File: config.mk
export PLATFORM = sky130hd
export DESIGN_NAME = pwmt_timer
export DESIGN_NICKNAME = d
export VERILOG_FILES = /design/src/rtl/pwmt_pkg.sv /design/src/rtl/pwmt_prescale.sv /design/src/rtl/pwmt_chan.sv /design/src/rtl/pwmt_timer.sv
export SDC_FILE = /design/constraint.sdc
export NUM_CORES = 1
export LEC_CHECK = 0
export BUFFER_PORTS_ARGS = -buffer_cell sky130_fd_sc_hd__buf_2
export CAP_MARGIN = 20
export CORE_ASPECT_RATIO = 2
export CORE_UTILIZATION = 55
export DETAILED_ROUTE_END_ITERATION = 10
export PLACE_DENSITY = 0.7
export SLEW_MARGIN = 10
export SYNTH_ARGS = -nofsm -noshare
export SYNTH_HDL_FRONTEND = slang
export SYNTH_SLANG_ARGS = --single-unit
File: constraint.sdc
create_clock -name clk -period 4.5 [get_ports clk]
set_clock_uncertainty 0.2 [all_clocks]
set_input_delay 0.45 -clock clk [delete_from_list [all_inputs] [get_ports clk]]
set_output_delay 0.45 -clock clk [all_outputs]
set_load 0.03 [all_outputs]
File: src/rtl/pwmt_pkg.sv
package pwmt_pkg;
  typedef enum logic [1:0] {
    SRC_FIXED  = 2'd0,
    SRC_CAPT   = 2'd1,
    SRC_CMPA   = 2'd2,
    SRC_FIXED2 = 2'd3
  } top_src_e;

  // Control word, MSB first: clock select, mode B, mode A, fixed width, TOP source
  typedef struct packed {
    logic [2:0] clk_sel;
    logic [1:0] mode_b;
    logic [1:0] mode_a;
    logic [1:0] fix_w;
    top_src_e   src;
  } ctrl_t;

  localparam int unsigned ADR_CTRL = 0;
  localparam int unsigned ADR_CMPA = 1;
  localparam int unsigned ADR_CAPT = 3;
  localparam int unsigned ADR_FLAG = 4;

  localparam int unsigned FLG_OVF = 0;
endpackage

File: src/rtl/pwmt_prescale.sv
module pwmt_prescale #(
  parameter int unsigned SW = 3
) (
  input  logic          clk,
  input  logic          rst_n,
  input  logic [SW-1:0] sel,
  output logic          tick
);
  localparam int unsigned NDIV = 4;
  localparam int unsigned SH [NDIV] = '{3, 6, 8, 10};
  localparam int unsigned PW = SH[NDIV-1];

  logic [PW-1:0] pre_q;

  always_ff @(posedge clk or negedge rst_n) begin
    if (!rst_n) pre_q <= '0;
    else        pre_q <= pre_q + 1'b1;
  end

  always_comb begin
    tick = 1'b0;
    if (sel == SW'(1)) tick = 1'b1;
    for (int i = 0; i < NDIV; i++) begin
      if (sel == SW'(i + 2)) begin
        tick = ((pre_q & PW'((1 << SH[i]) - 1)) == PW'((1 << SH[i]) - 1));
      end
    end
  end
endmodule

File: src/rtl/pwmt_chan.sv
module pwmt_chan #(
  parameter int unsigned CW = 16
) (
  input  logic          clk,
  input  logic          rst_n,
  input  logic          wr_shadow,
  input  logic [CW-1:0] wr_val,
  input  logic          tick,
  input  logic          top_tick,
  input  logic [CW-1:0] count,
  input  logic [CW-1:0] top,
  output logic [CW-1:0] act,
  output logic          match,
  output logic          wav
);
  logic [CW-1:0] shadow_q, act_q;
  logic          wav_q;

  assign match = tick && (count == act_q) && (act_q <= top);
  assign act   = act_q;
  assign wav   = wav_q;

  always_ff @(posedge clk or negedge rst_n) begin
    if (!rst_n) begin
      shadow_q <= '0;
      act_q    <= '0;
      wav_q    <= 1'b0;
    end else begin
      if (wr_shadow) shadow_q <= wr_val;
      if (top_tick)  act_q    <= shadow_q;
      if (top_tick)   wav_q <= 1'b1;
      else if (match) wav_q <= 1'b0;
    end
  end
endmodule

File: src/rtl/pwmt_timer.sv
module pwmt_timer
  import pwmt_pkg::*;
#(
  parameter int unsigned CW         = 16,
  parameter int unsigned AW         = 3,
  parameter int unsigned FIX_BASE_W = 8
) (
  input  logic          clk,
  input  logic          rst_n,
  input  logic          wr_en,
  input  logic [AW-1:0] wr_addr,
  input  logic [CW-1:0] wr_data,
  output logic [CW-1:0] count,
  output logic          pwm_a,
  output logic          pwm_b,
  output logic          flag_ovf,
  output logic          flag_cmp_a,
  output logic          flag_cmp_b,
  output logic          flag_top_cap
);
  localparam int unsigned NCH    = 2;
  localparam int unsigned NFLAG  = NCH + 2;
  localparam int unsigned CTRL_W = $bits(ctrl_t);
  localparam logic [CW-1:0] FIX_M0 = CW'((1 << FIX_BASE_W) - 1);
  localparam logic [CW-1:0] FIX_M1 = CW'((1 << (FIX_BASE_W + 1)) - 1);
  localparam logic [CW-1:0] FIX_M2 = CW'((1 << (FIX_BASE_W + 2)) - 1);

  ctrl_t                    ctrl_q;
  logic [CW-1:0]            capt_q, cnt_q, top_v, fix_mask, cmp_wdata;
  logic                     fixed_top, tick, at_top, top_tick;
  logic [NCH-1:0][CW-1:0]   act_v;
  logic [NCH-1:0]           match_v, wav_v, wr_shadow, pwm_v;
  logic [NCH-1:0][1:0]      mode_v;
  logic [NFLAG-1:0]         flag_q, flag_set, flag_clr;

  // register writes
  always_ff @(posedge clk or negedge rst_n) begin
    if (!rst_n) begin
      ctrl_q <= '0;
      capt_q <= '0;
    end else if (wr_en) begin
      if (wr_addr == AW'(ADR_CTRL)) ctrl_q <= ctrl_t'(wr_data[CTRL_W-1:0]);
      if (wr_addr == AW'(ADR_CAPT)) capt_q <= wr_data;
    end
  end

  // TOP selection
  always_comb begin
    case (ctrl_q.fix_w)
      2'd0:    fix_mask = FIX_M0;
      2'd1:    fix_mask = FIX_M1;
      default: fix_mask = FIX_M2;
    endcase
    fixed_top = (ctrl_q.src == SRC_FIXED) || (ctrl_q.src == SRC_FIXED2);
    case (ctrl_q.src)
      SRC_CAPT: top_v = capt_q;
      SRC_CMPA: top_v = act_v[0];
      default:  top_v = fix_mask;
    endcase
  end

  assign cmp_wdata = fixed_top ? (wr_data & fix_mask) : wr_data;

  pwmt_prescale #(.SW(3)) u_pre (
    .clk  (clk),
    .rst_n(rst_n),
    .sel  (ctrl_q.clk_sel),
    .tick (tick)
  );

  // counter
  assign at_top   = (cnt_q == top_v);
  assign top_tick = tick && at_top;

  always_ff @(posedge clk or negedge rst_n) begin
    if (!rst_n)    cnt_q <= '0;
    else if (tick) cnt_q <= at_top ? '0 : cnt_q + 1'b1;
  end

  assign mode_v[0] = ctrl_q.mode_a;
  assign mode_v[1] = ctrl_q.mode_b;

  for (genvar g = 0; g < NCH; g++) begin : g_ch
    assign wr_shadow[g] = wr_en && (wr_addr == AW'(ADR_CMPA + g));

    pwmt_chan #(.CW(CW)) u_ch (
      .clk      (clk),
      .rst_n    (rst_n),
      .wr_shadow(wr_shadow[g]),
      .wr_val   (cmp_wdata),
      .tick     (tick),
      .top_tick (top_tick),
      .count    (cnt_q),
      .top      (top_v),
      .act      (act_v[g]),
      .match    (match_v[g]),
      .wav      (wav_v[g])
    );

    assign pwm_v[g] = mode_v[g][1] & (wav_v[g] ^ mode_v[g][0]);
  end

  // flags: hardware set wins over a write-one clear
  always_comb begin
    flag_set          = '0;
    flag_set[FLG_OVF] = top_tick;
    for (int i = 0; i < NCH; i++) flag_set[i + 1] = match_v[i];
    flag_set[NFLAG-1] = top_tick && (ctrl_q.src == SRC_CAPT);
    flag_clr = (wr_en && (wr_addr == AW'(ADR_FLAG))) ? wr_data[NFLAG-1:0] : '0;
  end

  always_ff @(posedge clk or negedge rst_n) begin
    if (!rst_n) flag_q <= '0;
    else        flag_q <= (flag_q & ~flag_clr) | flag_set;
  end

  assign count        = cnt_q;
  assign pwm_a        = pwm_v[0];
  assign pwm_b        = pwm_v[1];
  assign flag_ovf     = flag_q[FLG_OVF];
  assign flag_cmp_a   = flag_q[1];
  assign flag_cmp_b   = flag_q[2];
  assign flag_top_cap = flag_q[NFLAG-1];
endmodule

**Word-level counts from Yosys, hierarchy flattened**

Cells that the tools add are included.

- Add/sub/neg operators: 2
- Reductions and logical operators: 17
- Order comparisons: 2
- Equal/unequal tests: 20
- Bitwise operators: 8
- Mux-type cells: 14

Operators by type and width:

| operator | count |
|---|---|
| equality test 16 bit | 3 |
| <= comparator 16 bit | 2 |
| two-way mux 16 bit | 2 |
| case mux 16 bit (2 select lines) | 1 |
| case mux 10 bit (2 select lines) | 1 |
| adder 16 x 1 -> 16 bit, second input constant | 1 |
| AND 16 bit | 1 |
| equality test 3 x 2 -> 1 bit, second input constant | 4 |
| equality test 3 bit, second input constant | 4 |
| adder 10 x 1 -> 10 bit, second input constant | 1 |
| equality test 10 bit, second input constant | 1 |
| logical AND 1 bit | 9 |
| two-way mux 1 bit | 9 |
| equality test 8 bit, second input constant | 1 |
| equality test 3 x 1 -> 1 bit, second input constant | 2 |
| equality test 6 bit, second input constant | 1 |
| AND 4 bit | 1 |
| equality test 2 x 1 -> 1 bit, second input constant | 2 |
| equality test 2 bit, second input constant | 2 |
| logical NOT 2 bit | 2 |
| two-way mux 4 bit | 1 |
| NOT 4 bit | 1 |
| bitwise OR 4 bit | 1 |
| AND reduction 2 bit | 2 |
| 5 further kinds | 8 |

- Output and inout bits: 22
- Word-level logic and storage cells: 78
- Register bits: 123

**Depth between registers and ports, before layout**

Gate-level depths: netlist (run 1).

- Depth after elaboration: 10
- Gate-level depth with buffers: 14

**By module**

From an unflattened synthesis (run 1), not the netlist that was laid out.

- Cells, all modules: 615
- Area total of the unflattened synthesis: 6839.1 µm²

Modules (own cells, without submodules):

| module | area an instance (µm²) | cells an instance | instances |
|---|---|---|---|
| pwmt_chan | 1868.0 | 161 | 2 |
| pwmt_timer | 2648.8 | 253 | 1 |
| pwmt_prescale | 454.2 | 40 | 1 |

**Worst setup path before layout (run 1)**

No wires, ideal clock.

- Path kind: reg2reg
- From: reg ctrl_q[0] in the netlist's numbering
- To: reg g_ch[1].u_ch.wav_q
- Path slack: 1.264 ns
- Data arrival time: 2.915 ns
- Stages on the path, launching flop included: 14
- Path buffers: 2
- Cell sequence: dfrtp_1 -> inv_1 -> ha_1 -> clkbuf_1 -> clkbuf_1 -> a221oi_1 -> ha_1 -> a21o_1 -> a21o_1 -> a21o_1 -> a2111oi_0 -> o211ai_1 -> nand2_1 -> nand2_1

- Cells in the longest elaborated chain, start to end: 5
- Elaborated cells on any way between the ends: 9
- Classes of those cells: order compare (1); eq/ne (3); mux (2); reduce/logical (3)

RTL lines:

| item | line | RTL |
|---|---|---|
| start, declared | pwmt_timer.sv:28 | `ctrl_t ctrl_q;` |
| start signal, assigned | pwmt_timer.sv:42 | `if (wr_addr == AW'(ADR_CTRL)) ctrl_q <= ctrl_t'(wr_data[CTRL_W-1:0]);` |
| equality test 2 bit / equality test 2 x 1 -> 1 bit (equally long branches) | pwmt_timer.sv:55 | `case (ctrl_q.src)` |
| case mux 16 bit (2 select lines) (*) | pwmt_timer.sv:55 |  |
| <= comparator 16 bit / equality test 16 bit (equally long branches) | pwmt_chan.sv:19, pwmt_timer.sv:72 |  |
| logical AND 1 bit (on tied branches) | pwmt_chan.sv:19, pwmt_timer.sv:73 |  |
| nonzero test 2 bit (no source line) / two-way mux 1 bit (equally long branches) | n/a |  |
| end signal, assigned | pwmt_chan.sv:27 | `wav_q <= 1'b0;` |
| end signal, assigned | pwmt_chan.sv:31 | `if (top_tick) wav_q <= 1'b1;` |
| end signal, assigned | pwmt_chan.sv:32 | `else if (match) wav_q <= 1'b0;` |
| end, declared | pwmt_chan.sv:17 | `logic wav_q;` |

Every way passes the cells marked *; elsewhere a longest branch is shown, timed or not.
A chain may end at the register's enable or synchronous reset.

**Final worst setup path (run 1)**

- From: reg ctrl_q[1] in the netlist's numbering
- To: reg g_ch[1].u_ch.wav_q

The elaborated chain is that of the path after synthesis.

==> out/results.tsv, run 1 <==
metric	value	unit
outcome	completed	
grt_pass1_vias	4935	
yosys_warnings	0	
finalWorstSetupSlack	686.8	ps
cp.required	4580	ps
yosys-top-cells-count	dfrtp_1, nand2_1, mux2_2	
synthCells	590	
critical_path.top_delay_family	compound AO/OA/AOI/OAI gates	
cts_buffers	17	
ys.flop_type	dfrtp_1	
final-max-slew-violation-count	0	
fmax	262.3	MHz
routabilityCongestion	1.037	
placed_cells	748	
synth_most_common_cell	dfrtp_1	
final_layout_size_suffix_gt1_frac	0.2642	
routed_wl	16200	um
intPower	2.538	mW
setup_tns	0	ps
min_from	wr_data[14]	
p_comb_frac	0.245	
crit-reg2reg-launch	ctrl_q[1]	
antenna_found_initial	0	
clk_pin_slew	60	ps
min_path_type	in2reg	
diodes	0	
rsz0062_at_grt	false	
pwr-share-clk	0.374	
startpoint	ctrl_q[1]	
p_seq_frac	0.381	
critPathKind	reg2reg	
post-route-min-period	3813	ps
grt.met2_usage	0.5075	
drc	0	
syn-cell-area	6650	um^2
maxCapViolCount	0	
cts.sinks	123	
final_cells	781	
ys_ff_latch	123	
htree_levels	4	
place_hpwl	11680	um
synth_cell_types	47	
cp.arrival	3890	ps
dr.pass1.iters	4	
worst_pin_slew	1100	ps
crit_buf_inv	1	
track_usage	0.2805	
critPathLaunchType	flop	
row_count	56	
coreArea	11770	um^2
setup_viol	0	
max_slew_margin	0.2647	
grt.busiest_layer	met2	
globalRouteMet1Util	0.3023	
num-nets-final	680	
critPathSlowestCell	ha_1	
synth_top_area_frac	0.4628	
grt_max_degree	124	
pre_cts_ws	725.5	ps
die_area	12560	um^2
synth_edf_count	0	
slowest_delay	700	ps
leakage	3.643	nW
grt_overflow	0	
cp_max_fo	18	
powerDensity	498.9	nW/um^2
syn_area_per_cell	11.27	um^2
synth_top_area_cell	dfrtp_1	
swShare	0.3263	
synthTopCellsByArea	dfrtp_1, mux2_2, ha_1	
grt_pass1_wl	25780	um
area_delta_synth_final	13.55	%
die_w	79.76	um
ir_drop	0.4340	mV
wl_per_cell	20.74	um
holdWs	85.36	ps
yosysSeqAreaShare	0.4628	
finalCritPeriodShare	0.8474	
port_buffers	43	
syn-num-nets	647	
clock_latency	420	ps
vias_per_cell	5.942	
worstSetupEndpointType	flop	
ctsRootBufferMaster	clkbuf_16	
switchingPower	1.229	mW
initial_core_util	0.5649	
pin_count	44	
dr_total_vias	4641	
dieHeight	157.5	um
cp_cell_sequence	inv_1, ha_1, a22oi_1, or2_2, ha_1, a21o_1, a21oi_1, o22ai_1, a2111oi_0, o211ai_1, nand2_1, nand2_1	
gr-usage-met3	0.03884	
hold_violations	0	
antenna_left	0	
synth-async-reset-ratio	1.000	
cts_setup_buffers	0	
clockBufferDepth	2	
drt-initial-drc-count	235	
cts_tree	done	
power by group through the flow:
| stage | logic [mW] | registers (mW) | clock network [mW] |
|---|---|---|---|
| 3_5_place_dp | 0.917 | 1.45 | 0 |
| 2_1_floorplan | 0.648 | 1.42 | 0 |
| 3_3_place_gp | 0.903 | 1.44 | 0 |
| 6_report | 0.922 | 1.44 | 1.41 |
| 5_1_grt | 1.02 | 1.46 | 1.47 |
| 4_1_cts | 0.925 | 1.43 | 1.42 |
per-stage QoR:
stage	area (um^2)	util	power (mW)
6_report	7551	0.6415	3.767
5_1_grt	7551	0.6415	3.946
4_1_cts	7551	0.6415	3.781
3_5_place_dp	6933	0.5890	2.369
3_3_place_gp	6933	0.5890	2.344
2_1_floorplan	6650	-	2.071
flip-flops by register name, summed over array words and instances (netlist names):
name and cells:
flag_q 4, g_ch.u_ch.shadow_q 32, u_pre.pre_q 10, capt_q 16, g_ch.u_ch.wav 2, ctrl_q 11
count 16, g_ch.u_ch.act 32
what timing repair did:
action,4_1_cts,5_1_grt
setup endpoints to repair,0,0
endpoints found under the hold margin,123,0
hold buffers,1,0
resized for setup,0,0
logic make-up after synthesis:
kind of cell	count (synthesis)	share of synthesized area
simple gates	153	0.1182
flops	123	0.4628
compound gates	105	0.1071
mux	76	0.1441
xor+xnor	54	0.07112
buf+inv	44	0.03086
fa+ha+maj	35	0.06585
final cells by class:
type / instances / area, um^2
Tap cell: 145 / 181.4
Inverter: 9 / 33.78
Timing Repair Buffer: 49 / 277.8
Sequential cell: 123 / 3078
Clock buffer: 19 / 442.9
Clock inverter: 13 / 165.2
Multi-Input combinational cell: 423 / 3372
Fill cell: 950 / 4220
per-layer routing:
metal	up-vias	routed length [um]
met5	-	0
met4	0	745
met3	41	412
met2	114	8888
met1	2309	6152
li1	2177	-
layout by cell type (no fill, tap or decap), types with 10 or more instances in the layout:
| cell | n |
|---|---|
| dfrtp_1 | 123 |
| nand2_1 | 52 |
| mux2_2 | 46 |
| o21ai_0 | 43 |
| buf_2 | 42 |
| xnor2_1 | 38 |
| ha_1 | 35 |
| mux2_4 | 28 |
| nand4_1 | 18 |
| clkbuf_16 | 17 |
| xor2_1 | 16 |
| nand3_1 | 15 |
| nor2_1 | 14 |
| a22o_1 | 11 |
| a21oi_1 | 10 |
worst paths after layout:
check                      depth (start not counted)  slack (ps)                        end
hold reg to reg                                    1         260             u_pre.pre_q[0]
setup reg to reg                                  12         690           g_ch[1].u_ch.wav
max in group asynchronous                          3        3090                   count[7]
setup / recovery                                  12         690           g_ch[1].u_ch.wav
hold / removal                                     2          90                 capt_q[14]
min in group asynchronous                          3         450  g_ch[0].u_ch.shadow_q[13]
Note: power is estimated with default switching activity, not from simulation.
==> run 2, diff against run 1 <==
- clock period: 4.5 -> 3.59 ns (I/O delays scaled with it)
==> run 2 against run 1 <==
  * Sequential cell count stayed put
  * Critical path type unchanged
  * Core utilization is 1.2 points higher
  * Largest cell class unchanged
  * Sequential share of layout area shrank 0.74 points
  * Highest routed layer unchanged
==> out/results.tsv, run 2 (synthesis gave the netlist of run 1 again) <==
metric	value	unit
cts.sinks	123	
cts_buffers	17	
critPathKind	reg2reg	
dieHeight	157.5	um
grt_pass1_wl	26300	um
setup_viol	0	
ff2ff_path_depth	12	
pin_count	44	
final_layout_size_suffix_gt1_frac	0.2817	
maxCapViolCount	0	
p_comb_frac	0.247	
cp_max_fo	13	
grt.busiest_layer	met2	
intPower	3.246	mW
final_cells	791	
dr_total_vias	4713	
row_count	56	
placed_cells	756	
fmax	283.3	MHz
finalCritPeriodShare	0.9831	
cts_setup_buffers	0	
port_buffers	43	
cp.required	3670	ps
initial_core_util	0.5649	
cpMostUsedCell	buf_4	
htree_levels	4	
crit-reg2reg-launch	ctrl_q[0]	
slowest_delay	420	ps
final_cell_area	7691	um^2
cts_tree	done	
worstSetupEndpoint	flag_q[2]	
finalPower	4.823	mW
track_usage	0.2849	
critical_path.top_delay_family	simple AND/OR/NAND/NOR gates	
setup_tns	0	ps
switchingPower	1.577	mW
r2r_setup_slack	60	ps
gr-usage-met3	0.03768	
r2r_end	flag_q[2]	
drt-initial-drc-count	223	
n_fill_cell	935	
vias_per_cell	5.958	
area_delta_synth_final	15.65	%
cp.depth	12	
worstSetupEndpointType	flop	
grt_pass1_vias	5106	
die_area	12560	um^2
grt_max_degree	65	
clk_pin_slew	60	ps
routed_wl	16630	um
dr.pass1.iters	4	
grt_overflow	0	
drc	0	
clockBufferDepth	2	
pwr-share-clk	0.380	
place_hpwl	12180	um
worst_pin_slew	1050	ps
leakage	3.724	nW
startpoint	ctrl_q[0]	
crit_buf_inv	3	
mostFrequentLayoutCells	dfrtp_1, nand2_1, mux2_2	
cp.arrival	3610	ps
final-max-slew-violation-count	0	
cp_cell_sequence	inv_1, ha_2, buf_4, buf_4, or2_2, ha_1, nand4_1, or3_4, a21oi_1, a2111oi_0, o211ai_1, nand2_1	
grt.met2_usage	0.5185	
ir_drop	0.5393	mV
die_w	79.76	um
globalRouteMet1Util	0.3103	
antenna_left	0	
clock_latency	420	ps
hold_violations	0	
powerDensity	627.1	nW/um^2
wl_per_cell	21.03	um
ctsRootBufferMaster	clkbuf_16	
p_seq_frac	0.373	
max_slew_margin	0.2965	
critPathLaunchType	flop	
rsz0062_at_grt	false	
outcome	completed	
placed_area	7005	um^2
min_path_type	in2reg	
post-route-min-period	3529	ps
antenna_found_initial	0	
coreArea	11770	um^2
num-nets-final	690	
swShare	0.3270	
routabilityCongestion	0.9113	
layout_commonest_cell	dfrtp_1	
diodes	0	
critPathSlowestCell	or3_4	
==> run 2: layer usage <==
metal	wire length, um	up-vias
met3	488	42
met1	6381	2349
li1	-	2207
met2	9091	115
met4	669	0
met5	0	-
==> run 2: final cells by class <==
cell class	count	area [um^2]	area share
multi-input combinational	423	3395	0.4414
tap	145	181.4	0.02359
inverter	9	33.78	0.004392
sequential	123	3078	0.4002
timing repair buffer	59	370.4	0.04815
clock inverter	13	180.2	0.02343
clock buffer	19	452.9	0.05889
==> run 2: how the worst min path moves through the flow <==
stage | startpoint | to | slack (ps) | depth (start not counted)
final | wr_data[13] | capt_q[13] | 9 | 2
after global routing | wr_data[13] | capt_q[13] | 9 | 2
after CTS | wr_data[13] | capt_q[13] | 1 | 2
after detailed placement | flag_q[0] | flag_q[0] | 260 | 2
after global placement | u_pre.pre_q[0] | u_pre.pre_q[0] | 250 | 1
after floorplan | rst_n | capt_q[0] | -140 | 0
==> run 2: through the flow <==
step / utilization / worst slack (ps) / hold WS (ps)
detailed placement: 0.5951 / -70.06 / 261.2
CTS: 0.6522 / 41.60 / 1.007
finish: 0.6534 / 60.61 / 9.303
global route: 0.6534 / 5.361 / 8.891
floorplan: - / 354.0 / -136.6
global placement: 0.5951 / 37.19 / 249.5
==> run 2: worst reg2reg max path: cells and delay by family (launching register included) <==
family	cells	cell delay (ps)
AO/OA/AOI/OAI	3	560
AND/OR/NAND/NOR	4	1120
buffers and inverters	3	480
flip-flops	1	380
adder cells (fa/ha/maj)	2	660
==> run 2: repair_timing <==
item / in CTS / in global routing
gates cloned: 0 / 0
hold endpoints to repair: 65 / 0
hold buffers: 3 / 0
pin swaps: 1 / 3
resized for setup: 2 / 3
endpoints found under the setup margin: 3 / 4
==> run 2: power groups by stage <==
stage	clock network, mW	logic [mW]	registers, mW
after global routing	1.91	1.31	1.82
after floorplan	0	0.812	1.78
after detailed placement	0	1.16	1.81
after CTS	1.85	1.18	1.80
final	1.83	1.19	1.80
after global placement	0	1.14	1.81
==> run 3, diff against run 2 <==
==> constraint.sdc (replaced) <==
create_clock -name clk -period 3.59 [get_ports clk]
set_clock_uncertainty 0.2 [all_clocks]
set_input_delay 0.1795 -clock clk [delete_from_list [all_inputs] [get_ports clk]]
set_output_delay 0.1795 -clock clk [all_outputs]
set_load 0.03 [all_outputs]
==> run 3 against run 2 <==
  * Sequential power is essentially flat
  * Worst setup slack gained 13 ps
  * Via count is 2.6% higher
  * Core utilization rose by 1.4 points
  * Global-route usage grew 0.41 points
  * Worst hold slack improved by 17 ps
  * Register-to-register slack about the same
  * Critical endpoint unchanged
==> out/results.tsv, run 3 (synthesis gave the netlist of run 1 again) <==
metric	value	unit
grt_pass1_vias	5204	
worst_pin_slew	1059	ps
cts.sinks	123	
powerDensity	616.1	nW/um^2
startpoint	ctrl_q[0]	
clock_latency	420	ps
routabilityCongestion	0.9113	
dieHeight	157.5	um
finalPower	4.838	mW
initial_core_util	0.5649	
grt_pass1_wl	26650	um
num-nets-final	706	
cp_cell_sequence	inv_1, ha_2, buf_4, buf_4, or2_2, ha_1, nand4_1, or3_4, a21oi_1, a2111oi_0, o211ai_1, nand2_1	
finalCritPeriodShare	0.9795	
clk_pin_slew	60	ps
die_area	12560	um^2
track_usage	0.2890	
wl_per_cell	20.85	um
port_buffers	43	
outcome	completed	
pin_count	44	
final_cells	807	
grt_max_degree	65	
min_path_type	in2reg	
cts_buffers	17	
cp_max_fo	13	
clockBufferDepth	2	
ctsRootBufferMaster	clkbuf_16	
drc	0	
post-route-min-period	3517	ps
critPathSlowestCell	or3_4	
dr_total_vias	4837	
cts_setup_buffers	0	
grt_overflow	0	
mostFrequentLayoutCells	dfrtp_1, nand2_1, mux2_2	
min_from	wr_addr[2]	
final_core_util	0.6670	
cpMostUsedCell	buf_4	
coreArea	11770	um^2
placed_cells	756	
cp.required	3670	ps
antenna_left	0	
cts_tree	done	
htree_levels	4	
place_hpwl	12180	um
r2r_setup_slack	70	ps
fmax	284.4	MHz
crit-reg2reg-launch	ctrl_q[0]	
critPathKind	reg2reg	
rsz0062_at_grt	false	
setup_viol	0	
vias_per_cell	5.994	
routed_wl	16830	um
hold_violations	0	
max_slew_margin	0.2905	
antenna_found_initial	0	
ir_drop	0.5383	mV
final_layout_size_suffix_gt1_frac	0.2749	
dr.pass1.iters	6	
row_count	56	
drt-initial-drc-count	237	
final-max-slew-violation-count	0	
cp.arrival	3600	ps
area_delta_synth_final	18.06	%
worstSetupEndpointType	flop	
leakage	3.791	nW
critPathLaunchType	flop	
layout_commonest_cell	dfrtp_1	
n_fill_cell	921	
maxCapViolCount	0	
die_w	79.76	um
slowest_delay	420	ps
diodes	0	
[run 3: cell count changes in the layout (fill, tap and decap cells not counted)]
cell | previous run | this run
dlygate4sd3_1 | 3 | 19
[run 3: path summary, 6_finish.rpt]
kind,to,cells past startpoint
worst min-delay path,flag_q[1],6
max in group asynchronous,g_ch[1].u_ch.act[5],3
min in group asynchronous,g_ch[0].u_ch.act[12],2
worst min register to register,u_pre.pre_q[0],1
worst max-delay path,flag_q[2],12
worst max register to register,flag_q[2],12
[run 3: layout make-up]
type,instances,area [um^2],area share
Multi-Input combinational cell,423,3395,0.4324
Timing Repair Buffer,75,530.5,0.06757
Inverter,9,33.78,0.004303
Clock inverter,13,180.2,0.02295
Sequential cell,123,3078,0.3920
Tap cell,145,181.4,0.02311
Clock buffer,19,452.9,0.05769
[run 3: metrics by stage]
step                      hold slack, ps  cell area, um^2  TNS (ps)  worst slack (ps)
final                              26.79             7851         0             73.46
after global routing               47.67             7851         0             5.361
after CTS                          1.031             7838         0             41.60
after detailed placement           110.9             7005    -115.5            -70.06
after global placement             100.5             7005         0             37.19
after floorplan                   -316.1             6650         0             354.0
[run 3: repair_timing]
action | 4_1_cts | 5_1_grt
hold buffers | 19 | 0
hold endpoints to repair | 126 | 0
setup endpoints to repair | 3 | 4
pin swaps | 1 | 3
gates resized for setup | 2 | 3
[run 3: critical path, delay by kind of cell (launching register included)]
family	cells	cell delay, ps
buffers and inverters	3	480
AND/OR/NAND/NOR	4	1120
AO/OA/AOI/OAI	3	550
adder cells (fa/ha/maj)	2	660
flip-flops	1	380
[run 3: power breakdown]
group	total, mW	switching [mW]	leakage, nW	internal (mW)
Clock	1.83	0.683	0.311	1.15
Combinational	1.21	0.689	1.89	0.518
Sequential	1.80	0.208	1.59	1.59
[run 3: routing by layer]
layer	GRT usage	wire length, um	part of all wire
met1	0.3121	6458	0.38
met3	0.03826	403	0.024
met5	0	0	0
met4	0.1624	695	0.041
met2	0.5279	9268	0.55
